$ cat config.mk
export PLATFORM = sky130hd
export DESIGN_NAME = row_packet_rx
export DESIGN_NICKNAME = d
export VERILOG_FILES = /design/src/rtl/rpr_pkg.sv /design/src/rtl/rpr_ctrl.sv /design/src/rtl/rpr_datapath.sv /design/src/rtl/row_packet_rx.sv
export SDC_FILE = /design/constraint.sdc
export NUM_CORES = 1
export LEC_CHECK = 0
export ABC_AREA = 1
export ABC_CLOCK_PERIOD_IN_PS = 1400
export BUFFER_PORTS_ARGS = -buffer_cell sky130_fd_sc_hd__buf_2
export CAP_MARGIN = 30
export CORE_UTILIZATION = 45
export CTS_BUF_LIST = sky130_fd_sc_hd__clkbuf_4 sky130_fd_sc_hd__clkbuf_8
export CTS_CLUSTER_SIZE = 8
export DETAILED_ROUTE_END_ITERATION = 12
export PLACE_DENSITY_LB_ADDON = 0.08
export SLEW_MARGIN = 10
export SYNTH_ARGS = -nofsm -noshare
export SYNTH_HDL_FRONTEND = slang
export SYNTH_HIERARCHICAL = 1
export SYNTH_SLANG_ARGS = --single-unit
$ cat constraint.sdc
create_clock -name clk -period 1.4 [get_ports clk]
set_clock_uncertainty 0.05 [all_clocks]
set_input_delay 0.28 -clock clk [delete_from_list [all_inputs] [get_ports clk]]
set_output_delay 0.28 -clock clk [all_outputs]
set_load 0.005 [all_outputs]
$ cat src/rtl/rpr_pkg.sv
package rpr_pkg;
  localparam int WIRES         = 3;
  localparam int TICKS         = 8;
  localparam int TICKS_PER_CLK = 2;
  localparam int BEATS         = TICKS / TICKS_PER_CLK;
  localparam int BEAT_W        = WIRES * TICKS_PER_CLK;
  localparam int BEAT_IDX_W    = $clog2(BEATS);
  localparam int DEV_W         = 5;
  localparam int BANK_W        = 5;
  localparam int ROW_W         = 9;
  localparam int ROP_W         = 11;

  typedef struct packed {
    logic                  capEn;
    logic [BEAT_IDX_W-1:0] capIdx;
    logic                  lastBeat;
  } ctrlStrobe_t;
endpackage

$ cat src/rtl/rpr_ctrl.sv
module rpr_ctrl
  import rpr_pkg::*;
(
  input  logic        clk,
  input  logic        rstN,
  input  logic        sopIn,
  output ctrlStrobe_t strobe
);
  logic                  busy;
  logic [BEAT_IDX_W-1:0] beatCnt;
  logic                  atLast;

  assign atLast = (beatCnt == BEAT_IDX_W'(BEATS - 1));

  always_comb begin
    strobe.capEn    = busy | sopIn;
    strobe.capIdx   = busy ? beatCnt : '0;
    strobe.lastBeat = busy & atLast;
  end

  always_ff @(posedge clk) begin
    if (!rstN) begin
      busy    <= 1'b0;
      beatCnt <= '0;
    end else if (!busy) begin
      if (sopIn) begin
        busy    <= 1'b1;
        beatCnt <= BEAT_IDX_W'(1);
      end
    end else if (atLast) begin
      busy    <= 1'b0;
      beatCnt <= '0;
    end else begin
      beatCnt <= beatCnt + 1'b1;
    end
  end
endmodule

$ cat src/rtl/rpr_datapath.sv
module rpr_datapath
  import rpr_pkg::*;
(
  input  logic              clk,
  input  logic              rstN,
  input  ctrlStrobe_t       strobe,
  input  logic [WIRES-1:0]  laneEven,
  input  logic [WIRES-1:0]  laneOdd,
  input  logic              regWrEn,
  input  logic [DEV_W-1:0]  regWrData,
  output logic [DEV_W-1:0]  regRdData,
  output logic              pktValid,
  output logic              pktIsAct,
  output logic [DEV_W-1:0]  devOut,
  output logic [BANK_W-1:0] bankOut,
  output logic [ROW_W-1:0]  rowOut,
  output logic [ROP_W-1:0]  ropOut,
  output logic              devMatch,
  output logic              pairErr,
  output logic              rsvdWarn
);
  logic [BEAT_W-1:0] beatBuf  [BEATS-1];
  logic [BEAT_W-1:0] beatWord [BEATS];
  logic [WIRES-1:0]  ticks    [TICKS];
  logic [DEV_W-1:0]  devIdReg;

  // Earlier beats come from storage; the final beat is used live.
  genvar b, k;
  generate
    for (b = 0; b < BEATS; b++) begin : g_beat
      if (b < BEATS - 1) begin : g_stored
        always_ff @(posedge clk) begin
          if (!rstN)
            beatBuf[b] <= '0;
          else if (strobe.capEn && strobe.capIdx == BEAT_IDX_W'(b))
            beatBuf[b] <= {laneOdd, laneEven};
        end
        assign beatWord[b] = beatBuf[b];
      end else begin : g_live
        assign beatWord[b] = {laneOdd, laneEven};
      end
      for (k = 0; k < TICKS_PER_CLK; k++) begin : g_tick
        assign ticks[b*TICKS_PER_CLK + k] = beatWord[b][k*WIRES +: WIRES];
      end
    end
  endgenerate

  logic [DEV_W-1:0]  decDev;
  logic [BANK_W-1:0] decBank;
  logic [ROW_W-1:0]  decRow;
  logic [ROP_W-1:0]  decRop;
  logic              decAct, pairOk, rsvHit;

  always_comb begin
    decDev  = {ticks[0][2], ticks[0][0], ticks[1][2], ticks[1][1], ticks[1][0]};
    decBank = {ticks[3][1], ticks[3][2], ticks[2][0], ticks[2][1], ticks[2][2]};
    decAct  = ticks[4][0];
    decRow  = {ticks[5], ticks[6], ticks[7]};
    decRop  = {ticks[4][2], ticks[4][1], decRow};
    pairOk  = ticks[0][2] ^ ticks[0][1];
    rsvHit  = ticks[3][0] | (decAct & (ticks[4][2] | ticks[4][1]));
  end

  always_ff @(posedge clk) begin
    if (!rstN) devIdReg <= '0;
    else if (regWrEn) devIdReg <= regWrData;
  end
  assign regRdData = devIdReg;

  always_ff @(posedge clk) begin
    if (!rstN) begin
      pktValid <= 1'b0;
      pktIsAct <= 1'b0;
      devOut   <= '0;
      bankOut  <= '0;
      rowOut   <= '0;
      ropOut   <= '0;
      devMatch <= 1'b0;
      pairErr  <= 1'b0;
      rsvdWarn <= 1'b0;
    end else begin
      pktValid <= strobe.lastBeat & pairOk;
      pairErr  <= strobe.lastBeat & ~pairOk;
      devMatch <= strobe.lastBeat & pairOk & (decDev == devIdReg);
      if (strobe.lastBeat) begin
        pktIsAct <= decAct;
        devOut   <= decDev;
        bankOut  <= decBank;
        rowOut   <= decRow;
        ropOut   <= decRop;
        if (rsvHit) rsvdWarn <= 1'b1;
      end
    end
  end
endmodule

$ cat src/rtl/row_packet_rx.sv
module row_packet_rx
  import rpr_pkg::*;
(
  input  logic              clk,
  input  logic              rstN,
  input  logic              sopIn,
  input  logic [WIRES-1:0]  laneEven,
  input  logic [WIRES-1:0]  laneOdd,
  input  logic              regWrEn,
  input  logic [DEV_W-1:0]  regWrData,
  output logic [DEV_W-1:0]  regRdData,
  output logic              pktValid,
  output logic              pktIsAct,
  output logic [DEV_W-1:0]  devOut,
  output logic [BANK_W-1:0] bankOut,
  output logic [ROW_W-1:0]  rowOut,
  output logic [ROP_W-1:0]  ropOut,
  output logic              devMatch,
  output logic              pairErr,
  output logic              rsvdWarn
);
  ctrlStrobe_t strobe;

  rpr_ctrl u_ctrl (
    .clk    (clk),
    .rstN   (rstN),
    .sopIn  (sopIn),
    .strobe (strobe)
  );

  rpr_datapath u_dp (
    .clk       (clk),
    .rstN      (rstN),
    .strobe    (strobe),
    .laneEven  (laneEven),
    .laneOdd   (laneOdd),
    .regWrEn   (regWrEn),
    .regWrData (regWrData),
    .regRdData (regRdData),
    .pktValid  (pktValid),
    .pktIsAct  (pktIsAct),
    .devOut    (devOut),
    .bankOut   (bankOut),
    .rowOut    (rowOut),
    .ropOut    (ropOut),
    .devMatch  (devMatch),
    .pairErr   (pairErr),
    .rsvdWarn  (rsvdWarn)
  );
endmodule

* Word level (Yosys, flattened, before mapping)
Memory sizes are Yosys's and may differ from the RTL's.
Cells that the tools add are included.
** Storage, ports and cells
- Flip-flop bits (word level) :: 43
- Latch bits :: 0
- Memory bits (writable) :: 18
- ROM bits :: 0
- Input bits :: 15
- Output and inout port bits :: 40
- Word-level logic and storage cells :: 57
- Memories :: 1
** Cells by class
- $add $sub $neg :: 1
- Multiply operators :: 0
- Div/mod/pow operators :: 0
- Magnitude comparators :: 0
- Eq/ne operators :: 4
- Shifts and indexed selects :: 0
- Mux-type cells :: 20
- Bitwise operators :: 13
- Reduce and logical (&&, ||, !) cells :: 6
** Memories
- u_dp.beatBuf :: words 3, bits a word 6, read ports 3, clocked after Yosys merged registers in 0, wr ports 3, line rpr_datapath.sv:22 : logic [BEAT_W-1:0] beatBuf [BEATS-1];
** Operators with widths (count)
- $mux W6 :: 3
- $mux W1 :: 13
- $mux W2 :: 4
- $or A1 B1 Y1 :: 6
- $and A1 B1 Y1 :: 5
- $eq A5 B5 Y1 :: 1
- $eq A2 B2 Y1 const B :: 2
- $logic_and A1 B1 Y1 :: 3
- $add A2 B1 Y2 const B :: 1
- $eq A2 B1 Y1 const B :: 1
- $logic_not A2 Y1 :: 1
- $reduce_and A2 Y1 :: 1
- $reduce_bool A2 Y1 :: 1
- $not A1 Y1 :: 1
- $xor A1 B1 Y1 :: 1

* Depth between registers and ports, before layout
Gate-level depths: netlist (run 1).
- Word-level depth :: 7
- Depth in mapped cells :: 8

* Cells and area by module
Netlist (run 1), hierarchy kept.
** Modules (own cells, without submodules)
- rpr_datapath :: times used 1, cells each 209, area an instance 1898.1 um2, seq. area each 1161.1 um2
- rpr_ctrl :: times used 1, cells each 22, area an instance 143.9 um2, seq. area each 60.1 um2

* Worst setup path before layout (run 1)
OpenSTA, ideal clock, no wires.
- Path kind :: flip-flop to flip-flop
- Start :: register u_ctrl.beatCnt[0]
- End :: register u_dp.bankOut[0]
- Setup time :: 116 ps
- Arrival :: 1068 ps
- Data required time :: 1234 ps
- Path slack :: 166 ps
- Stages on the path, launching flop included :: 8
- Buffers on the path :: 2
- Period minus slack after synthesis :: 1234 ps
- Path through :: dfxtp_1 ha_1 nand2_1 inv_1 buf_4 buf_2 o21ai_0 nor2_1
** RTL lines
- start: declaration :: line rpr_ctrl.sv:10 : logic [BEAT_IDX_W-1:0] beatCnt;
- start signal: assignment :: line rpr_ctrl.sv:34 : beatCnt <= beatCnt + 1'b1;
- end signal: assignment :: line rpr_datapath.sv:88 : bankOut <= decBank;
- end: declaration :: line rpr_datapath.sv:15 : output logic [BANK_W-1:0] bankOut,

==> flow_metrics.env, run 1 <==
export IMPL_synth_top_family_by_area="simple AND/OR/NAND/NOR gates"
export IMPL_syn2layout_area_growth_pct=24.4
export IMPL_synth_xor_area_share_pct=0.429
export IMPL_num_io_pins=55
export IMPL_vias_per_cell=4.74
export IMPL_drc_errors=0
export IMPL_max_slew_margin_pct=77.7
export IMPL_clockRootBuffer="clkbuf_8"
export IMPL_dpl_hpwl_mm=2.80
export IMPL_synth_seq_area_share_pct=59.8
export IMPL_ys_types=15
export IMPL_die_area_mm2=0.00481
export IMPL_grt_use_total_pct=17.9
export IMPL_synthAdderAreaFrac_pct=0.613
export IMPL_start_kind="register"
export IMPL_antenna_found_initial=0
export IMPL_drt_pass1_iter_count=6
export IMPL_worstMarginPinSlew_ns=0.335
export IMPL_wl_per_cell_um=12.0
export IMPL_post_dp_cell_area_mm2=0.00229
export IMPL_critPathMostFrequentCell="clkinvlp_4"
export IMPL_synth_compound_area_share_pct=11.5
export IMPL_port_buffers=54
export IMPL_cts_made_buffers=5
export IMPL_nets=304
export IMPL_gp_congestion=0.758
export IMPL_syn_area_per_cell_um2=8.84
export IMPL_grt_max_degree=19
export IMPL_finalSetupTns_ns=-0.00976
export IMPL_grt_busiest_layer="met1"
export IMPL_pre_cts_ws_ns=0.0526
export IMPL_die_w_um=69.4
export IMPL_finalWorstSetupSlack_ns=-0.00976
export IMPL_insertion_delay_ns=0.29
export IMPL_violations="setup timing"
export IMPL_crit_path_max_fanout=8
export IMPL_arrival_ns=1.55
export IMPL_synthesis_nets=247
export IMPL_num_fill_cells=414
export IMPL_crit_buf_inv=3
export IMPL_hold_viol_final=0
export IMPL_slowest_delay_ns=0.37
export IMPL_path_clk_slew_ns=0.08
export IMPL_synth_mux_area_share_pct=0
export IMPL_drive_above_1_share_pct=32.2
export IMPL_crit_chain="ha_4 > nand2_4 > clkinvlp_4 > buf_6 > clkinvlp_4 > nor2_2 > nor2_1"
export IMPL_dieHeight_um=69.4
export IMPL_drt_iter0_drc=49
export IMPL_clockBufferDepth=2
export IMPL_global_route_usage_met2_pct=25.8
export IMPL_initial_core_util_pct=46.9
export IMPL_power_density_mw_per_mm2=1070
export IMPL_cp_top_family="buffers and inverters"
export IMPL_post_route_period_util_pct=101
export IMPL_coreArea_mm2=0.00435
export IMPL_routed_wl_mm=4.09
export IMPL_detail_route_antenna_nets=0
export IMPL_cts_hold_buf=0
export IMPL_htree_levels=2
export IMPL_hold_path_class="primary input to register"
export IMPL_crit_required_ns=1.54
export IMPL_status="finished with violations"
export IMPL_synthSimpleGateAreaFrac_pct=16.4
export IMPL_yosys_warnings=6
export IMPL_crit_type="register to register"
export IMPL_drv_cap=0
export IMPL_use_met3_pct=5.23
export IMPL_multi_input_area_um2=638
export IMPL_leakage_nw=1.25
export IMPL_min_period_ns=1.41
export IMPL_fp_row_count=24
export IMPL_yosys_register_bits=52
export IMPL_diodes=0
export IMPL_ff2ff_setup_slack_ns=-0.01
export IMPL_vias=1617
export IMPL_peakVddDrop_mv=0.484
export IMPL_cts_sinks=52
export IMPL_grt_pass1_wl_mm=6.83
export IMPL_setup_viol_count_final=1
export IMPL_grt_pass1_vias=1427
export IMPL_grt_use_met1_pct=26.1
export IMPL_worst_setup_path_end_kind="register"
export IMPL_max_freq_mhz=709
export IMPL_final_max_slew_viol_count=0
export IMPL_stdcell_area_mm2=0.00254
export IMPL_syn_area_mm2=0.00204
export IMPL_area_sequential_mm2=0.00123
export IMPL_syn_inst=231
export IMPL_rsz0062_at_grt="yes"
export IMPL_critPathSlowestCell="dfxtp_2"
export IMPL_grt_overflow=0
export IMPL_cts_tree="done"
-- cells in the mapped netlist --
master	count	area (um^2)
inv_1	27	101
a21oi_1	18	90.1
buf_4	15	113
dfxtp_1	34	681
nor2_2	1	6.26
xnor2_1	1	8.76
edfxtp_1	18	541
o21ai_0	28	140
nor2_1	46	173
o21ai_1	1	5.00
nand4_1	3	18.8
buf_2	3	15.0
nand2_1	30	113
nand3_1	5	25.0
ha_1	1	12.5
-- stage by stage --
stage               util (%)  power (mW)  instances  hold slack, ns
floorplan                  -        1.81        231           0.353
global placement        52.5        1.88        324           0.380
detailed placement      52.5        1.89        324           0.393
CTS                     54.7        2.75        332           0.154
global route            58.4        2.87        341           0.201
finish                  58.4        2.73        341           0.164
-- worst min-delay path, stage by stage --
cell and delay, ns:
buf_2 0.08, nor2_1 0.04, nor2_1 0.08
-- layout make-up --
cell class	count	share of cell area, %
sequential	52	48.3
clock buffer	7	3.55
clock inverter	1	0.148
multi-input combinational	134	25.1
inverter	27	4.28
timing repair buffer	67	15.8
tap	52	2.56
timing repair inverter	1	0.295
-- registers in the layout, indices dropped and copies added (netlist names) --
name,flops
u_dp/pktIsAct,1
u_dp/regRdData,5
u_dp/rowOut,8
u_dp/pktValid,1
u_dp/beatBuf,18
u_ctrl/busy,1
u_dp/ropOut,3
u_dp/devOut,5
u_dp/pairErr,1
u_dp/rsvdWarn,1
u_dp/devMatch,1
u_dp/bankOut,5
u_ctrl/beatCnt,2
-- repair_timing --
item,in CTS,in global routing
setup buffers,0,7
endpoints found under the setup margin,0,55
resized for setup,0,34
-- cell families (layout without fill, tap and decap cells) --
family                   after synthesis  after routing
AND/OR/NAND/NOR                       85             85
flip-flops                            52             52
AO/OA/AOI/OAI                         47             47
buffers and inverters                 45            103
adder cells (fa/ha/maj)                1              1
XOR/XNOR                               1              1
-- final timing paths --
path | from | to | cells after the start
worst max-delay path | u_ctrl/beatCnt[0] | u_dp/bankOut[3] | 7
worst min-delay path | regWrData[4] | u_dp/regRdData[4] | 3
worst max register to register | u_ctrl/beatCnt[0] | u_dp/bankOut[3] | 7
worst min register to register | u_dp/rsvdWarn | u_dp/rsvdWarn | 2
-- routing by layer --
metal  share of wire [%]  up-vias
met3                 5.2        6
li1                    -      842
met5                   0        -
met4                 1.2        0
met2                  45       47
met1                  49      722
-- report_power, final --
part,internal [mW],switching [mW]
registers,1.62,0.0379
clock network,0.416,0.437
logic,0.0840,0.131
total,2.12,0.606
-- cells in the final DEF, fill, tap and decap left out, types with 2 or more instances in the layout --
cell type | synthesis | routed
nand4_1 | 3 | 3
o21ai_0 | 28 | 19
edfxtp_1 | 18 | 18
nor2_2 | 1 | 7
nand3_1 | 5 | 5
nand2_2 | 0 | 3
a21oi_1 | 18 | 17
o21ai_1 | 1 | 10
clkinvlp_4 | 0 | 3
nand2_1 | 30 | 26
inv_1 | 27 | 25
clkbuf_8 | 0 | 6
buf_2 | 3 | 54
dfxtp_2 | 0 | 2
buf_4 | 15 | 9
nor2_1 | 46 | 40
dfxtp_1 | 34 | 31
buf_6 | 0 | 2
No activity file was read; power rests on OpenSTA's default activity.
==> run 2, diff against run 1 <==
- PLACE_DENSITY: not set -> 0.7
- PLACE_DENSITY_LB_ADDON: 0.08 -> not set
==> flow_metrics.env, run 2 (synthesis results as in run 1) <==
export IMPL_worstMarginPinSlew_ns=0.302
export IMPL_peakVddDrop_mv=0.650
export IMPL_grt_pass1_wl_mm=6.44
export IMPL_grt_max_degree=17
export IMPL_max_slew_margin_pct=79.8
export IMPL_vias=1599
export IMPL_final_max_slew_viol_count=0
export IMPL_path_clk_slew_ns=0.09
export IMPL_detail_route_antenna_nets=0
export IMPL_dieHeight_um=69.4
export IMPL_crit_path_max_fanout=9
export IMPL_post_dp_cell_area_mm2=0.00229
export IMPL_drt_iter0_drc=72
export IMPL_post_route_period_util_pct=96.5
export IMPL_gp_congestion=0.782
export IMPL_slowest_delay_ns=0.36
export IMPL_power_density_mw_per_mm2=1100
export IMPL_hold_viol_final=0
export IMPL_die_area_mm2=0.00481
export IMPL_worst_setup_path_end_kind="register"
export IMPL_hold_path_class="primary input to register"
export IMPL_dpl_hpwl_mm=2.90
export IMPL_cts_hold_buf=0
export IMPL_min_period_ns=1.35
export IMPL_status="finished clean"
export IMPL_final_cell_mix="buf_2, nor2_1, dfxtp_1"
export IMPL_fp_row_count=24
export IMPL_cp_top_family="flip-flops"
export IMPL_cts_sinks=52
export IMPL_nets=301
export IMPL_largest_reg_flops=18
export IMPL_stdcell_area_mm2=0.00246
export IMPL_crit_type="register to register"
export IMPL_drc_errors=0
export IMPL_arrival_ns=1.50
export IMPL_routed_wl_mm=4.12
export IMPL_fin_util_pct=56.5
export IMPL_port_buffers=54
export IMPL_drive_above_1_share_pct=29.4
export IMPL_clockRootBuffer="clkbuf_8"
export IMPL_pre_cts_ws_ns=0.0534
export IMPL_die_w_um=69.4
export IMPL_syn2layout_area_growth_pct=20.5
export IMPL_diodes=0
export IMPL_crit_chain="ha_4 > nand2_2 > clkinvlp_4 > buf_4 > o21ai_0 > nor2_1"
export IMPL_grt_pass1_vias=1394
export IMPL_insertion_delay_ns=0.31
export IMPL_critPathSlowestCell="dfxtp_4"
export IMPL_finalWorstSetupSlack_ns=0.0496
export IMPL_global_route_usage_met2_pct=27.6
export IMPL_vias_per_cell=4.73
export IMPL_grt_use_met1_pct=22.7
export IMPL_cts_made_buffers=5
export IMPL_reg_largest_list="u_dp/beatBuf (18), u_dp/rowOut (8)"
export IMPL_wl_per_cell_um=12.2
export IMPL_coreArea_mm2=0.00435
export IMPL_grt_busiest_layer="met2"
export IMPL_max_freq_mhz=741
export IMPL_crit_required_ns=1.55
export IMPL_cts_tree="done"
export IMPL_grt_use_total_pct=17.6
export IMPL_top_register="u_dp/beatBuf"
export IMPL_clockBufferDepth=2
export IMPL_grt_overflow=0
export IMPL_leakage_nw=1.23
export IMPL_use_met3_pct=5.09
export IMPL_setup_viol_count_final=0
export IMPL_final_common_cell="buf_2"
export IMPL_htree_levels=2
export IMPL_num_io_pins=55
export IMPL_drv_cap=0
export IMPL_antenna_found_initial=0
export IMPL_drt_pass1_iter_count=4
export IMPL_start_kind="register"
export IMPL_initial_core_util_pct=46.9
export IMPL_crit_buf_inv=2
-- run 2: changes by cell type in the layout (fill, tap and decap cells not counted), sizes merged --
cell | before | now
buf | 66 | 64
clkbuf | 8 | 7
-- run 2: through the flow --
stage	setup TNS [ns]	cells	power, mW	hold WS (ns)
floorplan	0	231	1.81	0.353
global placement	0	325	1.88	0.380
detailed placement	0	325	1.89	0.382
CTS	0	333	2.73	0.147
global route	-0.0199	338	2.82	0.162
finish	0	338	2.72	0.152
-- run 2: final cells by class --
cell class                 count  area [um^2]
inverter                      27          109
clock inverter                 1         5.00
sequential                    52         1230
multi-input combinational    134          614
fill                         407         1890
timing repair inverter         1         7.51
timing repair buffer          64          349
tap                           52         65.1
clock buffer                   7         83.8
-- run 2: final timing paths --
kind                          start                end  slack (ns)  cells after the start
setup / recovery  u_ctrl/beatCnt[1]     u_dp/rowOut[6]        0.05                      6
hold / removal         regWrData[4]  u_dp/regRdData[4]        0.15                      3
setup reg to reg  u_ctrl/beatCnt[1]     u_dp/rowOut[6]        0.05                      6
hold reg to reg       u_dp/rsvdWarn      u_dp/rsvdWarn        0.39                      2
-- run 2: worst reg2reg max path: cells and delay by family, from the launching register on --
kind | cells | cell delay, ns
buf+inv | 2 | 0.33
simple gates | 2 | 0.15
flops | 1 | 0.36
compound gates | 1 | 0.21
fa+ha+maj | 1 | 0.15
-- run 2: where the power goes --
part / internal [mW] / switching, mW
logic: 0.0782 / 0.130
clock network: 0.390 / 0.462
registers: 1.62 / 0.0349
-- run 2: repair_timing --
item,4_1_cts,5_1_grt
endpoints found under the setup margin,0,36
resized for setup,0,20
endpoints found under the hold margin,0,0
setup buffers,0,5
-- run 2: layer usage --
layer  wire (um)  up-vias
li1            -      839
met1        1920      718
met2        1920       36
met3         207        6
met4          65        0
met5           0        -
